--- config.mk ---
export PLATFORM = sky130hd
export DESIGN_NAME = ctl_regport
export DESIGN_NICKNAME = d
export VERILOG_FILES = /design/src/rtl/ctl_regport_pkg.sv /design/src/rtl/ctl_regport_fifo.sv /design/src/rtl/ctl_regport_regs.sv /design/src/rtl/ctl_regport_ports.sv /design/src/rtl/ctl_regport.sv
export SDC_FILE = /design/constraint.sdc
export NUM_CORES = 1
export LEC_CHECK = 0
export BUFFER_PORTS_ARGS = -buffer_cell sky130_fd_sc_hd__buf_2
export CAP_MARGIN = 20
export CELL_PAD_IN_SITES_DETAIL_PLACEMENT = 0
export CELL_PAD_IN_SITES_GLOBAL_PLACEMENT = 1
export CORE_MARGIN = 8
export CORE_UTILIZATION = 35
export CTS_CLUSTER_SIZE = 14
export DETAILED_ROUTE_END_ITERATION = 8
export HOLD_SLACK_MARGIN = 0.02
export PLACE_DENSITY = 0.61
export SLEW_MARGIN = 0
export SYNTH_ARGS = -nofsm -noshare
export SYNTH_HDL_FRONTEND = slang
export SYNTH_SLANG_ARGS = --single-unit
--- constraint.sdc ---
create_clock -name clk_i -period 2.8 [get_ports clk_i]
set_input_delay 0.14 -clock clk_i [delete_from_list [all_inputs] [get_ports clk_i]]
set_output_delay 0.14 -clock clk_i [all_outputs]
set_load 0.01 [all_outputs]
--- src/rtl/ctl_regport_pkg.sv ---
package ctl_regport_pkg;

  typedef enum logic [2:0] {
    RG_MODE,
    RG_STAT,
    RG_EVT,
    RG_UFL,
    RG_NONE
  } region_e;

  // Register-file map: modes, then status words, then event word, then underflow word
  function automatic region_e reg_region(input int unsigned idx,
                                         input int unsigned n_mode,
                                         input int unsigned n_stat);
    if (idx < n_mode) return RG_MODE;
    if (idx < n_mode + n_stat) return RG_STAT;
    if (idx == n_mode + n_stat) return RG_EVT;
    if (idx == n_mode + n_stat + 1) return RG_UFL;
    return RG_NONE;
  endfunction

endpackage

--- src/rtl/ctl_regport_fifo.sv ---
module ctl_regport_fifo #(
  parameter int DW    = 32,
  parameter int DEPTH = 4
) (
  input  logic          clk_i,
  input  logic          rst_ni,
  input  logic          push_i,
  input  logic [DW-1:0] wdata_i,
  input  logic          pop_i,
  output logic [DW-1:0] head_o,
  output logic          full_o,
  output logic          empty_o
);
  localparam int PW = $clog2(DEPTH);
  localparam int CW = PW + 1;

  logic [DW-1:0] mem_q [DEPTH];
  logic [PW-1:0] wr_ptr_q, rd_ptr_q;
  logic [CW-1:0] count_q;

  assign full_o  = (count_q == CW'(DEPTH));
  assign empty_o = (count_q == '0);
  assign head_o  = mem_q[rd_ptr_q];

  always_ff @(posedge clk_i) begin
    if (push_i) mem_q[wr_ptr_q] <= wdata_i;
  end

  always_ff @(posedge clk_i or negedge rst_ni) begin
    if (!rst_ni) begin
      wr_ptr_q <= '0;
      rd_ptr_q <= '0;
      count_q  <= '0;
    end else begin
      if (push_i) wr_ptr_q <= wr_ptr_q + 1'b1;
      if (pop_i)  rd_ptr_q <= rd_ptr_q + 1'b1;
      count_q <= count_q + CW'(push_i) - CW'(pop_i);
    end
  end

  p_no_overflow_r6: assert property (@(posedge clk_i) disable iff (!rst_ni)
    push_i |-> !full_o);
  p_no_underflow_r8: assert property (@(posedge clk_i) disable iff (!rst_ni)
    pop_i |-> !empty_o);

endmodule

--- src/rtl/ctl_regport_regs.sv ---
module ctl_regport_regs
  import ctl_regport_pkg::*;
#(
  parameter int DW     = 32,
  parameter int IW     = 5,
  parameter int N_MODE = 2,
  parameter int N_STAT = 2,
  parameter int NPORT  = 4
) (
  input  logic              clk_i,
  input  logic              rst_ni,
  input  logic              wr_i,
  input  logic [IW-1:0]     idx_i,
  input  logic [DW-1:0]     wdata_i,
  input  logic [N_STAT*DW-1:0] status_i,
  input  logic [DW-1:0]     event_i,
  input  logic [NPORT-1:0]  ufl_set_i,
  output logic [DW-1:0]     rdata_o,
  output logic [N_MODE*DW-1:0] mode_o
);
  region_e       region;
  logic [DW-1:0] mode_q [N_MODE];
  logic [DW-1:0] evt_q;
  logic [NPORT-1:0] ufl_q;
  logic [DW-1:0] evt_clr;
  logic [NPORT-1:0] ufl_clr;

  assign region  = reg_region(32'(idx_i), N_MODE, N_STAT);
  assign evt_clr = (wr_i && region == RG_EVT) ? wdata_i : '0;
  assign ufl_clr = (wr_i && region == RG_UFL) ? wdata_i[NPORT-1:0] : '0;

  for (genvar i = 0; i < N_MODE; i++) begin : g_mode
    always_ff @(posedge clk_i or negedge rst_ni) begin
      if (!rst_ni) mode_q[i] <= '0;
      else if (wr_i && idx_i == IW'(i)) mode_q[i] <= wdata_i;
    end
    assign mode_o[i*DW +: DW] = mode_q[i];
  end

  // set beats clear
  always_ff @(posedge clk_i or negedge rst_ni) begin
    if (!rst_ni) begin
      evt_q <= '0;
      ufl_q <= '0;
    end else begin
      evt_q <= (evt_q & ~evt_clr) | event_i;
      ufl_q <= (ufl_q & ~ufl_clr) | ufl_set_i;
    end
  end

  always_comb begin
    rdata_o = '0;
    unique case (region)
      RG_MODE: for (int i = 0; i < N_MODE; i++)
                 if (idx_i == IW'(i)) rdata_o = mode_q[i];
      RG_STAT: for (int i = 0; i < N_STAT; i++)
                 if (idx_i == IW'(N_MODE + i)) rdata_o = status_i[i*DW +: DW];
      RG_EVT:  rdata_o = evt_q;
      RG_UFL:  rdata_o = DW'(ufl_q);
      default: rdata_o = '0;
    endcase
  end

  p_event_sets_r4: assert property (@(posedge clk_i) disable iff (!rst_ni)
    (event_i != '0) |=> ((evt_q & $past(event_i)) == $past(event_i)));
  p_event_holds_r4: assert property (@(posedge clk_i) disable iff (!rst_ni)
    !(wr_i && region == RG_EVT) |=> ((evt_q & $past(evt_q)) == $past(evt_q)));
  p_mode_stable_r2: assert property (@(posedge clk_i) disable iff (!rst_ni)
    !(wr_i && region == RG_MODE) |=> $stable(mode_o));
  p_ufl_sets_r9: assert property (@(posedge clk_i) disable iff (!rst_ni)
    (ufl_set_i != '0) |=> ((ufl_q & $past(ufl_set_i)) == $past(ufl_set_i)));

endmodule

--- src/rtl/ctl_regport_ports.sv ---
module ctl_regport_ports #(
  parameter int DW        = 32,
  parameter int PORT_BITS = 2,
  parameter int DEPTH     = 4,
  localparam int NPORT    = 1 << PORT_BITS
) (
  input  logic                 clk_i,
  input  logic                 rst_ni,
  input  logic                 push_i,
  input  logic                 pop_i,
  input  logic [PORT_BITS-1:0] sel_i,
  input  logic [DW-1:0]        wdata_i,
  output logic [DW-1:0]        rdata_o,
  output logic [NPORT-1:0]     out_full_o,
  output logic [NPORT-1:0]     ufl_set_o,
  output logic [NPORT-1:0]     out_valid_o,
  output logic [NPORT*DW-1:0]  out_data_o,
  input  logic [NPORT-1:0]     out_ready_i,
  input  logic [NPORT-1:0]     in_valid_i,
  input  logic [NPORT*DW-1:0]  in_data_i,
  output logic [NPORT-1:0]     in_ready_o
);
  logic [DW-1:0]    in_head [NPORT];
  logic [NPORT-1:0] in_empty, in_full, out_empty;

  for (genvar p = 0; p < NPORT; p++) begin : g_port
    logic hit;
    assign hit = (sel_i == PORT_BITS'(p));

    ctl_regport_fifo #(.DW(DW), .DEPTH(DEPTH)) u_out (
      .clk_i   (clk_i),
      .rst_ni  (rst_ni),
      .push_i  (push_i && hit),
      .wdata_i (wdata_i),
      .pop_i   (out_valid_o[p] && out_ready_i[p]),
      .head_o  (out_data_o[p*DW +: DW]),
      .full_o  (out_full_o[p]),
      .empty_o (out_empty[p])
    );
    assign out_valid_o[p] = !out_empty[p];

    ctl_regport_fifo #(.DW(DW), .DEPTH(DEPTH)) u_in (
      .clk_i   (clk_i),
      .rst_ni  (rst_ni),
      .push_i  (in_valid_i[p] && !in_full[p]),
      .wdata_i (in_data_i[p*DW +: DW]),
      .pop_i   (pop_i && hit && !in_empty[p]),
      .head_o  (in_head[p]),
      .full_o  (in_full[p]),
      .empty_o (in_empty[p])
    );
    assign in_ready_o[p] = !in_full[p];
    assign ufl_set_o[p]  = pop_i && hit && in_empty[p];
  end

  assign rdata_o = in_empty[sel_i] ? '0 : in_head[sel_i];

  p_ufl_one_port_r9: assert property (@(posedge clk_i) disable iff (!rst_ni)
    $onehot0(ufl_set_o));

endmodule

--- src/rtl/ctl_regport.sv ---
module ctl_regport #(
  parameter int DW        = 32,
  parameter int AW        = 8,
  parameter int N_MODE    = 2,
  parameter int N_STAT    = 2,
  parameter int PORT_BITS = 2,
  parameter int DEPTH     = 4,
  localparam int NPORT    = 1 << PORT_BITS,
  localparam int IW       = AW - 3
) (
  input  logic                 clk_i,
  input  logic                 rst_ni,
  input  logic                 wb_cyc_i,
  input  logic                 wb_stb_i,
  input  logic                 wb_we_i,
  input  logic [AW-1:2]        wb_adr_i,
  input  logic [DW-1:0]        wb_dat_i,
  output logic [DW-1:0]        wb_dat_o,
  output logic                 wb_ack_o,
  output logic [N_MODE*DW-1:0] mode_o,
  input  logic [N_STAT*DW-1:0] status_i,
  input  logic [DW-1:0]        event_i,
  output logic [NPORT-1:0]     out_valid_o,
  output logic [NPORT*DW-1:0]  out_data_o,
  input  logic [NPORT-1:0]     out_ready_i,
  input  logic [NPORT-1:0]     in_valid_i,
  input  logic [NPORT*DW-1:0]  in_data_i,
  output logic [NPORT-1:0]     in_ready_o
);
  logic                 req, is_port, stall, go, wr_en, rd_en;
  logic [PORT_BITS-1:0] sel;
  logic [IW-1:0]        idx;
  logic [DW-1:0]        reg_rdata, port_rdata;
  logic [NPORT-1:0]     out_full, ufl_set;
  logic                 ack_q;
  logic [DW-1:0]        dat_q;

  assign req     = wb_cyc_i && wb_stb_i;
  assign is_port = wb_adr_i[AW-1];
  assign idx     = wb_adr_i[AW-2:2];
  assign sel     = wb_adr_i[PORT_BITS+1:2];
  assign stall   = wb_we_i && is_port && out_full[sel];
  assign go      = req && !ack_q && !stall;
  assign wr_en   = go && wb_we_i;
  assign rd_en   = go && !wb_we_i;

  ctl_regport_regs #(
    .DW(DW), .IW(IW), .N_MODE(N_MODE), .N_STAT(N_STAT), .NPORT(NPORT)
  ) u_regs (
    .clk_i     (clk_i),
    .rst_ni    (rst_ni),
    .wr_i      (wr_en && !is_port),
    .idx_i     (idx),
    .wdata_i   (wb_dat_i),
    .status_i  (status_i),
    .event_i   (event_i),
    .ufl_set_i (ufl_set),
    .rdata_o   (reg_rdata),
    .mode_o    (mode_o)
  );

  ctl_regport_ports #(.DW(DW), .PORT_BITS(PORT_BITS), .DEPTH(DEPTH)) u_ports (
    .clk_i       (clk_i),
    .rst_ni      (rst_ni),
    .push_i      (wr_en && is_port),
    .pop_i       (rd_en && is_port),
    .sel_i       (sel),
    .wdata_i     (wb_dat_i),
    .rdata_o     (port_rdata),
    .out_full_o  (out_full),
    .ufl_set_o   (ufl_set),
    .out_valid_o (out_valid_o),
    .out_data_o  (out_data_o),
    .out_ready_i (out_ready_i),
    .in_valid_i  (in_valid_i),
    .in_data_i   (in_data_i),
    .in_ready_o  (in_ready_o)
  );

  always_ff @(posedge clk_i or negedge rst_ni) begin
    if (!rst_ni) begin
      ack_q <= 1'b0;
      dat_q <= '0;
    end else begin
      ack_q <= go;
      dat_q <= rd_en ? (is_port ? port_rdata : reg_rdata) : '0;
    end
  end

  assign wb_ack_o = ack_q;
  assign wb_dat_o = dat_q;

  p_ack_pulse_r5: assert property (@(posedge clk_i) disable iff (!rst_ni)
    wb_ack_o |=> !wb_ack_o);
  p_ack_after_req_r5: assert property (@(posedge clk_i) disable iff (!rst_ni)
    wb_ack_o |-> $past(wb_cyc_i && wb_stb_i));
  p_full_holds_ack_r7: assert property (@(posedge clk_i) disable iff (!rst_ni)
    (req && wb_we_i && is_port && out_full[sel]) |=> !wb_ack_o);
  p_dat_idle_r5: assert property (@(posedge clk_i) disable iff (!rst_ni)
    !wb_ack_o |-> (wb_dat_o == '0));

endmodule

==> results.py <==
metrics = {
    "status": {
        "outcome": "completed",
    },
    "final_layout": {
        "nFillCells": 11516,
        "multi_input_area_um2": 10900,
        "area_growth_pct": 27.6,
        "fin_util_pct": 45.0,
        "drive_gt1_share_pct": 36.7,
        "layout.nets": 3518,
        "seq_area_um2": 35500,
    },
    "placed_design": {
        "place.gp.congestion": 0.843,
        "dpl.hpwl_mm": 101,
        "pre_cts_ws_ns": -0.00901,
        "port_buffers": 507,
    },
    "synth": {
        "synth-edff-count": 1024,
        "synth_most_common_cell": "edfxtp_1",
        "synth_common_cells": "1024 x edfxtp_1, 257 x mux4_2, 189 x dfrtp_1, 86 x nand2_1, 69 x mux2_2",
        "synth_area_leaders": "edfxtp_1 65%, mux4_2 12%, dfrtp_1 10%",
        "synth_fp_nets": 2576,
        "avgSynthCellArea_um2": 21.0,
        "synthFlopType": "edfxtp_1",
        "yosysTopAreaCellShare_pct": 65.4,
        "synth_top_area_cell": "edfxtp_1",
        "yosysSeqAreaShare_pct": 75.4,
        "async_flop_share_pct": 15.6,
        "ys_ff_latch": 1213,
        "syn_area_um2": 47000,
        "synthCells": 2245,
        "synth_warnings": 0,
        "ys_types": 57,
    },
    "routing": {
        "antenna_left": 0,
        "drt-total-wl_mm": 144,
        "drc_errors": 0,
        "wl_per_cell_um": 28.3,
        "vias": 26064,
        "drt_iter0_markers": 2075,
        "via_per_inst": 5.13,
        "first_pass_iters": 5,
    },
    "flow_run": {
        "maxCapViolations": 0,
    },
    "grt": {
        "grt_pass1_vias": 27697,
        "grt-ovfl-total": 0,
        "grt_pass1_wl_mm": 203,
        "grt_antenna_before_repair": 24,
        "grt_start_max_net_pins": 45,
        "grt_usage_pct": 19.2,
    },
    "die": {
        "die_w_um": 383,
        "coreArea_um2": 133000,
        "rows": 134,
        "io_pins": 508,
        "start_util_pct": 35.2,
        "die_y_um": 383,
        "dieArea_um2": 146000,
    },
    "sta": {
        "min_period_over_period_pct": 98.7,
        "slew_headroom_pct": 29.2,
        "fin_worst_skew_ns": 0.0319,
        "hold_viol_final": 0,
        "setup_viol_count_final": 0,
        "setup_slack_ns": 0.0352,
        "rsz0062_at_grt": "no",
        "worstMarginPinSlew_ns": 1.06,
        "layout_min_cycle_time_ns": 2.76,
        "drv_slew": 0,
        "max_freq_mhz": 362,
    },
    "setup_path": {
        "r2r_end": "wb_dat_o[16]",
        "endpoint_kind": "register",
        "critical_path_class": "register to register",
        "required_ns": 3.41,
        "crit_path_max_fanout": 19,
        "start_kind": "register",
        "reg2regPathDepth": 5,
        "crit_arrival_ns": 3.38,
        "rr_startpoint": "u_ports.g_port[0].u_in.rd_ptr_q[0]",
        "worst-r2r-setup-slack_ns": 0.04,
    },
    "cts": {
        "htreeDepth": 4,
        "cts.clk_slew.worst_paths_ns": 0.06,
        "cts_root_buffer": "clkbuf_16",
        "cts_tree": "built",
        "numCtsBuffers": 134,
        "post_cts_buffers": 0,
        "cts.sinks": 1213,
        "clkLatencyLatePin_ns": 0.76,
        "clk_path_buf_depth": 3,
    },
    "pwr": {
        "worst_ir_drop_vdd_uv": 583,
        "power.density_nw_per_um2": 892,
        "p_leak_nw": 21.6,
    },
    "hold_path": {
        "hp-class": "input pin to register",
        "hp-start": "status_i[50]",
        "hold_path_end": "wb_dat_o[18]",
        "hold_path_depth": 6,
    },
}
==> how the worst max path moves through the flow <==
stage                                        startpoint                                  end  slack, ns  cells after the start
detailed placement   u_ports.g_port[2].u_out.count_q[1]   u_ports.g_port[2].u_out.count_q[2]     -0.009                      7
global placement     u_ports.g_port[0].u_in.rd_ptr_q[0]                         wb_dat_o[15]      0.003                      5
CTS                 u_ports.g_port[0].u_out.rd_ptr_q[0]                       out_data_o[14]     0.0008                      3
floorplan                                      wb_ack_o  u_ports.g_port[0].u_out.mem_q[2][0]       0.24                      5
finish               u_ports.g_port[0].u_in.rd_ptr_q[0]                         wb_dat_o[16]       0.04                      5
global route         u_ports.g_port[0].u_in.rd_ptr_q[0]                         wb_dat_o[16]       0.02                      5
==> state kept, by name, summed over array words and instances (netlist names) <==
| signal | cells |
|---|---|
| u_ports.g_port.u_in.count_q | 12 |
| u_ports.g_port.u_in.wr_ptr_q | 8 |
| wb_dat_o | 32 |
| u_ports.g_port.u_in.rd_ptr_q | 8 |
| u_ports.g_port.u_out.wr_ptr_q | 8 |
| wb_ack_o | 1 |
| u_ports.g_port.u_out.count_q | 12 |
| u_regs.evt_q | 32 |
| u_ports.g_port.u_out.mem_q | 512 |
| u_regs.mode_o | 64 |
| u_ports.g_port.u_in.mem_q | 512 |
| u_ports.g_port.u_out.rd_ptr_q | 8 |
| u_regs.ufl_q | 4 |
==> critical path: stages, from the launching register on <==
cell       delay (ns)
dfrtp_2          0.66
buf_12           0.28
mux4_2           0.55
a22oi_1          0.50
nand2_1          0.39
o2bb2ai_1        0.24
==> cells by family after synthesis <==
family / after synthesis / share of synthesized area (%)
AND/OR/NAND/NOR: 174 / 1.92
flip-flops: 1213 / 75.4
adder cells (fa/ha/maj): 56 / 1.62
XOR/XNOR: 40 / 0.745
AO/OA/AOI/OAI: 205 / 3.32
multiplexers: 392 / 15.4
buffers and inverters: 165 / 1.57
==> layout make-up <==
| type | count | area share [%] |
|---|---|---|
| flip-flops and latches | 1213 | 59.1 |
| multi-input cells | 867 | 18.1 |
| repair buffers | 922 | 11.3 |
| clock buffers | 173 | 6.01 |
| well taps | 1768 | 3.68 |
| clock inverters | 74 | 1.42 |
| inverters | 49 | 0.306 |
| diodes | 15 | 0.0625 |
==> layout by cell type (no fill, tap or decap), types with 13 or more instances in the layout <==
| cell type | n |
|---|---|
| mux2_2 | 69 |
| inv_1 | 49 |
| o22ai_1 | 30 |
| mux2i_1 | 62 |
| buf_12 | 31 |
| diode_2 | 15 |
| and2_2 | 13 |
| and3_1 | 16 |
| mux4_2 | 257 |
| a22oi_1 | 64 |
| clkinv_2 | 20 |
| buf_4 | 98 |
| bufinv_16 | 13 |
| ha_1 | 48 |
| buf_2 | 505 |
| a21o_1 | 32 |
| o2bb2ai_1 | 28 |
| clkbuf_1 | 28 |
| nand2_1 | 86 |
| clkinv_1 | 18 |
| xnor2_1 | 28 |
| a21oi_1 | 29 |
| dlygate4sd3_1 | 286 |
| dfrtp_1 | 179 |
| clkbuf_16 | 134 |
| edfxtp_1 | 1024 |
==> timing repair <==
action	4_1_cts	5_1_grt
setup endpoints to repair	3	10
resized for setup	3	2
hold endpoints to repair	1354	0
hold buffers	287	0
==> report_power, final <==
part / internal [mW] / total, mW / switching [mW]
combinational: 5.81 / 12.9 / 7.05
clock: 10.4 / 17.7 / 7.28
sequential: 21.8 / 23.0 / 1.20
total: 38.0 / 53.6 / 15.5
==> routing by layer <==
| layer | GRT usage (%) | routed length [um] |
|---|---|---|
| met1 | 25.3 | 58800 |
| met2 | 30.4 | 67400 |
| met3 | 6.28 | 13500 |
| met4 | 5.82 | 4090 |
| met5 | 0 | 41 |
==> metrics by stage <==
step | power (mW) | area, um2 | hold WS [ns] | cells | setup TNS (ns)
CTS | 54.3 | 60000 | 0.0312 | 5066 | 0
global route | 55.8 | 60000 | 0.0773 | 5070 | 0
detailed placement | 36.2 | 52600 | 0.194 | 4532 | -0.0121
finish | 53.6 | 60000 | 0.102 | 5081 | 0
floorplan | 30.4 | 47000 | -0.156 | 2245 | 0
global placement | 35.9 | 52600 | 0.183 | 4532 | 0
(Power assumes the default switching activity.)
